$ cat config.mk
export PLATFORM = sky130hd
export DESIGN_NAME = clkcfg_unit
export DESIGN_NICKNAME = d
export VERILOG_FILES = /design/src/rtl/clkcfg_pkg.sv /design/src/rtl/clkcfg_feed.sv /design/src/rtl/clkcfg_pdiv.sv /design/src/rtl/clkcfg_unit.sv
export SDC_FILE = /design/constraint.sdc
export NUM_CORES = 1
export LEC_CHECK = 0
export ABC_AREA = 1
export BUFFER_PORTS_ARGS = -buffer_cell sky130_fd_sc_hd__buf_2
export CORE_AREA = 2 2 71 73
export DETAILED_ROUTE_END_ITERATION = 12
export DIE_AREA = 0 0 73 75
export PLACE_DENSITY = 0.54
export SLEW_MARGIN = 20
export SYNTH_ARGS = -nofsm -noshare
export SYNTH_HDL_FRONTEND = slang
export SYNTH_SLANG_ARGS = --single-unit
$ cat constraint.sdc
create_clock -name clk -period 1.75 [get_ports clk]
set_input_delay 0.175 -clock clk [delete_from_list [all_inputs] [get_ports clk]]
set_output_delay 0.175 -clock clk [all_outputs]
set_load 0.02 [all_outputs]
$ cat src/rtl/clkcfg_pkg.sv
package clkcfg_pkg;
    localparam int MULT_W = 5;
    localparam int DIV_W  = 2;
    localparam int WR_W   = 8;
    localparam int RD_W   = 16;
    localparam int ADDR_W = 2;
    localparam int LOCK_BIT = 10;
    localparam int EN_BIT   = 8;
    localparam int CONN_BIT = 9;

    localparam logic [ADDR_W-1:0] A_CTRL = 2'd0;
    localparam logic [ADDR_W-1:0] A_CFG  = 2'd1;
    localparam logic [ADDR_W-1:0] A_FEED = 2'd2;
    localparam logic [ADDR_W-1:0] A_PDIV = 2'd3;

    localparam logic [WR_W-1:0] KEY_ARM    = 8'hAA;
    localparam logic [WR_W-1:0] KEY_COMMIT = 8'h55;

    typedef struct packed {
        logic              en;
        logic              conn;
        logic [DIV_W-1:0]  div;
        logic [MULT_W-1:0] mult;
    } clk_set_t;
endpackage

$ cat src/rtl/clkcfg_feed.sv
module clkcfg_feed
    import clkcfg_pkg::*;
(
    input  logic              clk,
    input  logic              rst_n,
    input  logic              wr_en,
    input  logic [ADDR_W-1:0] wr_addr,
    input  logic [WR_W-1:0]   wr_data,
    output logic              commit
);
    typedef struct packed {
        logic armed;
    } feed_st_t;

    feed_st_t st_d, st_q;
    logic     feed_wr;

    always_comb begin
        st_d    = st_q;
        feed_wr = wr_en && (wr_addr == A_FEED);
        commit  = feed_wr && (wr_data == KEY_COMMIT) && st_q.armed;
        if (wr_en) begin
            // any write re-evaluates the arm state; only 0xAA on feed arms
            st_d.armed = feed_wr && (wr_data == KEY_ARM);
        end
    end

    always_ff @(posedge clk or negedge rst_n) begin
        if (!rst_n) st_q <= '0;
        else        st_q <= st_d;
    end

    // a write elsewhere between the keys must block the commit
    a_r4_other_write_aborts: assert property (@(posedge clk) disable iff (!rst_n)
        (wr_en && wr_addr != A_FEED) |=> !commit);

    // a foreign feed value must block the commit
    a_r4_bad_key_aborts: assert property (@(posedge clk) disable iff (!rst_n)
        (wr_en && wr_addr == A_FEED && wr_data != KEY_ARM && wr_data != KEY_COMMIT) |=> !commit);
endmodule

$ cat src/rtl/clkcfg_pdiv.sv
module clkcfg_pdiv
    import clkcfg_pkg::*;
#(
    parameter int CNT_W = 2
) (
    input  logic              clk,
    input  logic              rst_n,
    input  logic              wr_en,
    input  logic [ADDR_W-1:0] wr_addr,
    input  logic [WR_W-1:0]   wr_data,
    output logic [1:0]        sel,
    output logic              pclk_en
);
    typedef struct packed {
        logic [1:0]       sel;
        logic [CNT_W-1:0] cnt;
    } pdiv_st_t;

    pdiv_st_t         st_d, st_q;
    logic [CNT_W-1:0] last;

    always_comb begin
        st_d = st_q;
        unique case (st_q.sel)
            2'b01:   last = CNT_W'(0);
            2'b10:   last = CNT_W'(1);
            default: last = CNT_W'(3);
        endcase
        if (st_q.cnt >= last) st_d.cnt = '0;
        else                  st_d.cnt = st_q.cnt + CNT_W'(1);
        if (wr_en && wr_addr == A_PDIV) st_d.sel = wr_data[1:0];
        pclk_en = (st_q.cnt == '0);
        sel     = st_q.sel;
    end

    always_ff @(posedge clk or negedge rst_n) begin
        if (!rst_n) st_q <= '0;
        else        st_q <= st_d;
    end

    // full rate once divider 1 has been in force for a cycle
    a_r7_full_rate: assert property (@(posedge clk) disable iff (!rst_n)
        (sel == 2'b01 && $past(sel) == 2'b01) |-> pclk_en);

    // half rate never gives two pulses in a row
    a_r8_half_gap: assert property (@(posedge clk) disable iff (!rst_n)
        (pclk_en && sel == 2'b10) |=> !pclk_en);

    // quarter rate never gives two pulses in a row
    a_r9_quarter_gap: assert property (@(posedge clk) disable iff (!rst_n)
        (pclk_en && (sel == 2'b00 || sel == 2'b11)) |=> !pclk_en);
endmodule

$ cat src/rtl/clkcfg_unit.sv
module clkcfg_unit
    import clkcfg_pkg::*;
(
    input  logic              clk,
    input  logic              rst_n,
    input  logic              wr_en,
    input  logic [ADDR_W-1:0] wr_addr,
    input  logic [WR_W-1:0]   wr_data,
    input  logic [ADDR_W-1:0] rd_addr,
    output logic [RD_W-1:0]   rd_data,
    input  logic              lock_in,
    output logic              pll_en,
    output logic              pll_conn,
    output logic [MULT_W-1:0] pll_mult_m1,
    output logic [DIV_W-1:0]  pll_div_code,
    output logic              pclk_en
);
    typedef struct packed {
        clk_set_t shadow;
        clk_set_t active;
    } regs_t;

    regs_t      r_d, r_q;
    logic       commit;
    logic [1:0] pdiv_sel;

    clkcfg_feed u_feed (
        .clk     (clk),
        .rst_n   (rst_n),
        .wr_en   (wr_en),
        .wr_addr (wr_addr),
        .wr_data (wr_data),
        .commit  (commit)
    );

    clkcfg_pdiv #(.CNT_W(2)) u_pdiv (
        .clk     (clk),
        .rst_n   (rst_n),
        .wr_en   (wr_en),
        .wr_addr (wr_addr),
        .wr_data (wr_data),
        .sel     (pdiv_sel),
        .pclk_en (pclk_en)
    );

    always_comb begin
        r_d = r_q;
        if (wr_en && wr_addr == A_CTRL) begin
            r_d.shadow.en   = wr_data[0];
            r_d.shadow.conn = wr_data[1];
        end
        if (wr_en && wr_addr == A_CFG) begin
            r_d.shadow.mult = wr_data[MULT_W-1:0];
            r_d.shadow.div  = wr_data[MULT_W+DIV_W-1:MULT_W];
        end
        if (commit) r_d.active = r_q.shadow;
    end

    always_ff @(posedge clk or negedge rst_n) begin
        if (!rst_n) r_q <= '0;
        else        r_q <= r_d;
    end

    always_comb begin
        rd_data = '0;
        unique case (rd_addr)
            A_CTRL: rd_data[1:0] = {r_q.shadow.conn, r_q.shadow.en};
            A_CFG:  rd_data[MULT_W+DIV_W-1:0] = {r_q.shadow.div, r_q.shadow.mult};
            A_FEED: begin
                rd_data[MULT_W+DIV_W-1:0] = {r_q.active.div, r_q.active.mult};
                rd_data[EN_BIT]   = r_q.active.en;
                rd_data[CONN_BIT] = r_q.active.conn;
                rd_data[LOCK_BIT] = lock_in;
            end
            default: rd_data[1:0] = pdiv_sel;
        endcase
    end

    assign pll_en       = r_q.active.en;
    assign pll_mult_m1  = r_q.active.mult;
    assign pll_div_code = r_q.active.div;
    assign pll_conn     = r_q.active.conn && r_q.active.en && lock_in;

    // without a commit the active outputs hold
    a_r4_hold_without_key: assert property (@(posedge clk) disable iff (!rst_n)
        !commit |=> ({pll_en, pll_div_code, pll_mult_m1} ==
                     $past({pll_en, pll_div_code, pll_mult_m1})));

    // a commit delivers the shadow fields to the outputs
    a_r3_commit_copies: assert property (@(posedge clk) disable iff (!rst_n)
        commit |=> ({pll_en, pll_div_code, pll_mult_m1} ==
                    $past({r_q.shadow.en, r_q.shadow.div, r_q.shadow.mult})));

    // connect output requires lock and enable
    a_r6_conn_gated: assert property (@(posedge clk) disable iff (!rst_n)
        pll_conn |-> (lock_in && pll_en));
endmodule

# Yosys cells after proc, flatten, opt, wreduce, memory -nomap -nowiden
# Index checks and enable logic that the tools add are counted.
dict set report word_totals {
  register_bits 23
  out_inout_bits 26
  wordCells 39
  in_bits 16
}
dict set report classes {
  n_reduce_logical 12
  n_lt_le_gt_ge 1
  n_mux 5
  addsub 1
  n_eq_ne 9
}
# op n
set op_table {}
lappend op_table {{$pmux W5 S2} 1}
lappend op_table {{$logic_and A1 B1 Y1} 9}
lappend op_table {{$eq A2 B2 Y1 const B} 4}
lappend op_table {{$eq A8 B7 Y1 const B} 1}
lappend op_table {{$eq A8 B8 Y1 const B} 1}
lappend op_table {{$eq A2 B1 Y1 const B} 3}
lappend op_table {{$logic_not A2 Y1} 3}
lappend op_table {{$pmux W2 S3} 1}
lappend op_table {{$pmux W2 S2} 1}
lappend op_table {{$mux W3} 1}
lappend op_table {{$add A2 B1 Y2 const B} 1}
lappend op_table {{$ge A2 B2 Y1} 1}
lappend op_table {{$mux W2} 1}

# Logic depth before layout (Yosys ltp)
# Gate-level depths: netlist of the first run.
dict set report logic_depth {
  word_depth 4
  ltp_mapped 8
  ltp_nobuf 8
}

# Modules after synthesis
# A second synthesis of the first run with hierarchy kept.
dict set report unflattened {
  cells_unflattened 197
  area_unflattened_um2 1488.9
}
# mod area_per_inst_um2 n_inst cells_per_inst seq_area_each_um2
set by_module_without_submodules {}
lappend by_module_without_submodules {clkcfg_unit 1111.1 1 143 450.4}
lappend by_module_without_submodules {clkcfg_pdiv 252.7 1 30 100.1}
lappend by_module_without_submodules {clkcfg_feed 125.1 1 24 25.0}

# Least setup slack after synthesis of the first run
# OpenSTA, ideal clock, no wires.
dict set report synth_timing {
  kind {input-to-output}
  from {in rd_addr[0]}
  to {out rd_data[0]}
  path_buffers 1
  setup_slack_ns 0.485
  path_stages 5
  t_required_ns 1.575
  t_arrival_ns 1.090
  path_cell_list {inv_1 -> ha_1 -> clkbuf_1 -> a21oi_1 -> a31oi_1}
}
dict set report synth_between {
  elab_chain_cells 2
  elab_cells_between_ends 4
  classes_between {eq/ne (2); mux (1); reduce/logical (1)}
}
# element line_no
set synth_rtl {}
lappend synth_rtl {{start: declaration} clkcfg_unit.sv:9} ;# input logic [ADDR_W-1:0] rd_addr,
lappend synth_rtl {{$eq A2 B2 Y1 (tied with other cells)} clkcfg_unit.sv:66} ;# unique case (rd_addr)
lappend synth_rtl {{$pmux W2 S3 *} clkcfg_unit.sv:66}
lappend synth_rtl {{end: declaration} clkcfg_unit.sv:10} ;# output logic [RD_W-1:0] rd_data,
# Every way passes the cells marked *; elsewhere a longest branch is shown, timed or not.

# Final worst setup path of the first run
dict set report layout_timing {
  from {in rd_addr[0]}
  to {out rd_data[4]}
}
dict set report layout_between {
  elab_chain_cells 2
  elab_cells_between_ends 3
  classes_between {eq/ne (2); mux (1)}
}
# element line_no
set layout_rtl {}
lappend layout_rtl {{$eq A2 B2 Y1 or $eq A2 B1 Y1 (tied branches)} clkcfg_unit.sv:66}
lappend layout_rtl {{$pmux W5 S2 *} clkcfg_unit.sv:66}
# Marks and branches as above.

==> metrics.md, run 1 <==
| Metric | Value |
|---|---|
| Setup-failing EPs final | 0 |
| Total CTS buffers | 3 |
| Utilization after layout | around 34% |
| Adder-Cell Fraction of Synth Area | 7.27% |
| Leading cell type in the layout, fill and taps excluded | nand2_1 |
| Setup bufs post-CTS | 0 |
| Max cap viols | 0 |
| Skew final | 6.75 ps |
| Fin area | roughly 1600 um2 |
| Clock Path Buffers | 2 |
| Critical path class | in2out |
| Clock share of power | between 20 and 30% |
| Place WS | 361 ps |
| Dpl cell area | approximately 1500 um2 |
| Die X | ~73 um |
| GP Congestion | between 0.7 and 0.8 |
| Core footprint | approximately 4700 um2 |
| Commonest non-fill, non-tap cells in the layout | nand2_1 (53), buf_2 (35), dfrtp_1 (23) |
| Status | finished, final reports clean |
| Clk root buf | clkbuf_8 |
| PwrDens | ~800 nW/um2 |
| Main combinational cell family by area after synthesis | simple AND/OR/NAND/NOR gates |
| CP Capture Type | output pin |
| Die area | approximately 5500 um2 |
| Tot GR Track Use | about 11% |
| Initial Util | between 20 and 30% |
| Post-Syn Area | roughly 1400 um2 |
| N_diodes | 0 |
| Post-synthesis mux area share | 0% |
| Setup crit start kind | primary input |
| Most common flop cell mapped by yosys | dfrtp_1 |
| Total clock sinks | 23 |
| Antenna violations before repair | 0 |
| CP required | ~1600 ps |
| Worst-path clk slew | ~90 ps |
| Async set-reset flop share out of synthesis | 100% |
| Routed Antenna Nets | 0 |
| Final Hold Vio Count | 0 |
| # port buffers | 35 |
| Final slew viol count | 0 |
| Final Power | approximately 1.3 mW |
| Worst skew pair latency | around 260 ps |
| Total Wirelength | about 2800 um |
| Layout Nets | roughly 230 |
| XOR/XNOR Fraction of Synth Area | 0% |
| Internal Power | ~870 uW |
| First-pass GRT wire length | about 4700 um |
| CTS tree | built |
| Die Ht | around 75 um |
| Share of cells above drive strength 1 | a little under a quarter |
| Post-Synth Simple-Gate Area | between 20% and 30% |
| Hold Worst Slack | 157 ps |
| Vias post-DR | about 1100 |
| Period minus WS final | about 1400 ps |
| Rel. slew slack | between 60% and 70% |
| Cell Count, Final, Fillers Out | 258 |
| Final TNS setup | 0 ps |
| Combinational share of power | between 20% and 30% |
| Final Worst Setup Slack | 368 ps |
| Switching share of power | roughly a third |
| Syn Inst Count | approximately 170 |
| Vias per cell | between 4 and 5 |
| Starting DRC count in detailed routing | about 40 |
| FF+latch count, synth | 23 |
| First-pass detailed-route iteration total | 4 |
| Routed len/inst | roughly 11 um |
| Hpwl dp | 2260 um |
| Pin count of the biggest net entering global routing | 24 |
| Sequential cell fraction of total power | 50.1% |
| Leak | just under 1 nW |
| Count of cell types in the netlist | 23 |
| # placed instances | 253 |
| Gr ovfl total | 0 |
| RSZ-0062 raised after global routing | false |
| Yosys warnings | 0 |
| Fmax | approximately 720 MHz |
| DRC | 0 |
| Worst VDD drop | approximately 0.22 mV |
| Synth Area in Compound Gates | about 7.8% |
| Period utilization | 79.0% |
| Hold Crit Class | in2reg |
| CP arrival | 1210 ps |
| Count of flip-flops with a built-in enable after synthesis | 0 |
| Area delta synth->final | 15.3% |
| Seq/Total Area, Yosys | 41.8% |
| NetSw | 409 uW |
| Vias in the first global route | around 1000 |
| I/O pin count | 42 |
| Critical path fanouts, max | 10 |
| Worst-Margin Slew | roughly 520 ps |
| Avg Inst Size Synth | approximately 7.9 um2 |
| Row count | 25 |
| H-tree depth | 1 |
==> cells by family (layout without fill, tap and decap cells) <==
kind of cell    Yosys count  after routing
simple gates             81             81
buf+inv                  40             65
flops                    23             23
compound gates           21             21
fa+ha+maj                 8              8
other cells               1              6
==> layer usage <==
| layer | routed length (um) | global-route usage [%] | part of all wire, % | up-vias |
|---|---|---|---|---|
| met5 | 0 | 0 | 0 | - |
| met4 | 12 | 3.09 | 0.43 | 0 |
| met3 | 150 | 1.74 | 5.4 | 2 |
| met2 | 1260 | 17.7 | 45 | 32 |
| met1 | 1370 | 14.9 | 49 | 477 |
| li1 | - | - | - | 588 |
==> final timing paths <==
check / end / start / cells past startpoint / slack [ps]
min reg2reg: u_pdiv.st_q[0] / u_pdiv.st_q[0] / 1 / 420
max: rd_data[4] / rd_addr[0] / 6 / 370
min in group asynchronous: pll_div_code[0] / rst_n / 2 / 420
max reg2reg: u_pdiv.st_q[0] / u_pdiv.sel[1] / 7 / 430
max in group asynchronous: r_q[9] / rst_n / 2 / 980
min: r_q[11] / wr_data[2] / 3 / 160
==> power groups by stage <==
stage	combinational [mW]	clock, mW	sequential, mW
floorplan	0.235	0	0.636
global placement	0.308	0	0.650
detailed placement	0.312	0	0.651
CTS	0.316	0.343	0.641
global route	0.368	0.361	0.649
finish	0.306	0.331	0.640
==> worst max-delay path: stages <==
cell and delay, ps:
buf_2 110, inv_1 70, ha_1 370, nand2_1 90, a21oi_1 190, buf_2 190
==> flip-flops by register name, summed over array words and instances, names as in the netlist <==
signal        cells
pll_en            1
u_feed.st_q       1
pll_mult_m1       5
u_pdiv.st_q       2
pll_div_code      2
r_q              10
u_pdiv.sel        2
==> cells in the mapped netlist, types with 2 or more instances <==
library cell / count / area share (%)
inv_2: 4 / 1.1
nor3_1: 2 / 0.73
dfrtp_1: 23 / 42
inv_1: 21 / 5.7
o21ai_0: 5 / 1.8
a21oi_1: 7 / 2.5
nand3_1: 11 / 4.0
o21ai_1: 7 / 2.5
buf_4: 13 / 7.1
ha_1: 8 / 7.3
nand2_1: 53 / 14
nor2_8: 2 / 2.9
nor2_1: 7 / 1.9
a31oi_1: 2 / 0.91
==> what timing repair did <==
| action | in CTS | in global routing |
|---|---|---|
| resized for setup | 0 | 0 |
| hold buffers | 1 | 0 |
| hold endpoints to repair | 23 | 0 |
==> area by class of cell <==
cell class                 instances  area [um2]
sequential                        23         576
fill                             487        3070
multi-input combinational        116         619
inverter                          25        93.8
clock buffer                       4        45.0
tap                               54        67.6
timing repair buffer              36         185
Note: power is estimated with default switching activity, not from simulation.
==> run 2: changes to the inputs <==
--- a/config.mk
+++ b/config.mk
@@ -10,7 +10,7 @@
 export CORE_AREA = 2 2 71 73
 export DETAILED_ROUTE_END_ITERATION = 12
 export DIE_AREA = 0 0 73 75
-export PLACE_DENSITY = 0.54
+export PLACE_DENSITY = 0.55
 export SLEW_MARGIN = 20
 export SYNTH_ARGS = -nofsm -noshare
 export SYNTH_HDL_FRONTEND = slang
==> constraint.sdc (replaced) <==
create_clock -name clk -period 1.1 [get_ports clk]
set_input_delay 0.11 -clock clk [delete_from_list [all_inputs] [get_ports clk]]
set_output_delay 0.11 -clock clk [all_outputs]
set_load 0.02 [all_outputs]
==> run 2 against run 1 <==
Power increased by 79%. Clock skew decreased by 3.1 ps. The flow now finishes with violations (setup timing). Core utilization increased by 5.8 points. Routed wire length increased by 5.4%. Sequential power increased by 58%. Critical path type is now reg2out. Critical endpoint is now rd_data[0]. Global-route usage increased by 0.81 points. Combinational power increased by 150%.
==> metrics.md, run 2 (synthesis gave the netlist of run 1 again) <==
| Metric | Value |
|---|---|
| Layout Nets | 248 |
| RSZ-0062 raised after global routing | true |
| Hold Crit Class | in2reg |
| Final TNS setup | -599 ps |
| Worst skew pair latency | 260 ps |
| Routed Antenna Nets | 0 |
| Initial Util | just under 30% |
| Vias per cell | ~4.3 |
| Gr ovfl total | 0 |
| Die Ht | 75 um |
| Pin count of the biggest net entering global routing | 24 |
| Hpwl dp | approximately 2200 um |
| Cell Chain, Critical Path | buf_4 -> buf_6 -> nor2_4 -> a31oi_2 -> buf_4 |
| Share of cells above drive strength 1 | between 30% and 40% |
| Antenna violations before repair | 0 |
| Rel. slew slack | ~66% |
| Worst-Margin Slew | slightly above 500 ps |
| Row count | 25 |
| Fmax | 772 MHz |
| CP Capture Type | output pin |
| Clock Path Buffers | 2 |
| Largest register FFs | 10 |
| PwrDens | 1230 nW/um2 |
| Starting DRC count in detailed routing | 56 |
| Worst VDD drop | ~0.6 mV |
| N_diodes | 0 |
| Total clock sinks | 23 |
| Final Worst Setup Slack | -195 ps |
| Total CTS buffers | 3 |
| Leak | approximately 1.1 nW |
| I/O pin count | 42 |
| Critical path class | reg2out |
| CP arrival | 1190 ps |
| GP Congestion | roughly 0.75 |
| Period minus WS final | around 1300 ps |
| Setup crit start kind | flop |
| Crit path top cell by count | buf_4 |
| Fin area | around 1900 um2 |
| Top Family by Delay on Critical Path | buffers and inverters |
| Die area | 5480 um2 |
| CTS tree | built |
| Flop2flop setup slack | -160 ps |
| Routed len/inst | 10.6 um |
| # port buffers | 35 |
| Internal Power | approximately 1.6 mW |
| Sequential cell fraction of total power | roughly 44% |
| Vias post-DR | 1190 |
| Clk root buf | clkbuf_8 |
| CP required | approximately 990 ps |
| H-tree depth | 1 |
| DRC | 0 |
| Skew final | ~3.6 ps |
| Max cap viols | 0 |
| Final Hold Vio Count | 0 |
| Final slew viol count | 0 |
| Worst path depth | 5 |
| Switching share of power | between 30% and 40% |
| Leading cell type in the layout, fill and taps excluded | nand2_1 |
| Hold Crit Depth | 3 |
| Worst-path clk slew | approximately 80 ps |
| Critical path fanouts, max | 2 |
| Cell depth of the worst flop-to-flop path | 6 |
| Failing checks | setup timing |
| Combinational share of power | about a third |
| First-pass GRT wire length | between 4000 and 5000 um |
| Period utilization | 118% |
| Commonest non-fill, non-tap cells in the layout | nand2_1 (53), buf_4 (26), dfrtp_1 (23) |
| Die X | 73 um |
| Dpl cell area | between 1500 and 2000 um2 |
| Area delta synth->final | 35.0% |
| Biggest cell delay along the critical path | about 390 ps |
| CP Buf/Inv Count | 3 |
| # placed instances | ~260 |
| Vias in the first global route | 1123 |
| Total Wirelength | 2940 um |
| Tot GR Track Use | between 10% and 20% |
| Slowest cell on the critical path | dfrtp_1 |
| Top reg by flops | r_q |
| Setup-failing EPs final | 4 |
| Status | complete, but fails checks |
| First-pass detailed-route iteration total | 4 |
| Core footprint | ~4700 um2 |
| NetSw | 729 uW |
| Clock share of power | between 20 and 25% |
| Cell Count, Final, Fillers Out | 277 |
==> run 2: cell types whose count changed in the layout (fill, tap and decap cells not counted), moves of 2 or more <==
cell,change
buf_4,+26
buf_2,-13
nor2_4,+2
a21oi_1,-6
inv_1,-5
ha_1,-3
buf_6,+6
nor2_1,-2
a31oi_1,-2
a21oi_2,+6
inv_2,+5
a31oi_2,+2
ha_2,+2
==> run 2: what timing repair did <==
action | 4_1_cts | 5_1_grt
pin swaps | 5 | 6
hold buffers | 1 | 0
cloned | 0 | 0
hold endpoints to repair | 23 | 0
setup endpoints to repair | 11 | 15
setup buffers | 11 | 2
resized for setup | 24 | 14
==> run 2: per-stage QoR <==
step | worst slack [ps] | power [mW] | hold slack [ps] | util [%]
final | -195 | 2.28 | 94.0 | 39.9
after global routing | -238 | 2.45 | 95.2 | 39.9
after CTS | -153 | 2.28 | 90.3 | 38.7
after detailed placement | -132 | 1.58 | 119 | 34.2
after global placement | -102 | 1.57 | 112 | 34.2
after floorplan | -96.5 | 1.40 | -186 | -
==> run 2: worst reg2reg max path: cells and delay by family, from the launching register on <==
kind	cells	cell delay [ps]
adder cells (fa/ha/maj)	2	540
flip-flops	1	390
AND/OR/NAND/NOR	2	160
AO/OA/AOI/OAI	1	70
buffers and inverters	1	40
==> run 2: power groups by stage <==
stage	registers (mW)	logic, mW	clock network [mW]
final	1.01	0.751	0.521
after global routing	1.02	0.857	0.575
after CTS	1.01	0.735	0.543
after global placement	1.03	0.543	0
after floorplan	1.01	0.391	0
after detailed placement	1.03	0.551	0
==> run 2: layer usage <==
layer  part of all wire [%]  track usage (%)  vias to the layer above
li1                       -                -                      625
met1                     50             16.2                      531
met2                     43             17.9                       30
met3                    4.9             2.01                        4
met4                    1.8             4.94                        0
met5                      0                0                        -
==> run 2: cell type report <==
class | instances | area [um2]
fillers | 462 | 2800
clock inverters | 1 | 5.00
multi-input cells | 116 | 692
clock buffers | 3 | 41.3
inverters | 25 | 93.8
flip-flops and latches | 23 | 576
repair buffers | 55 | 383
well taps | 54 | 67.6
==> run 2: final timing paths <==
| kind | startpoint | endpoint |
|---|---|---|
| worst min register to register | pll_div_code[1] | pll_div_code[1] |
| worst min-delay path | wr_data[5] | r_q[14] |
| min in group asynchronous | rst_n | u_pdiv.st_q[1] |
| max in group asynchronous | rst_n | r_q[10] |
| worst max-delay path | u_pdiv.sel[0] | rd_data[0] |
| worst max register to register | u_pdiv.sel[0] | u_pdiv.st_q[1] |
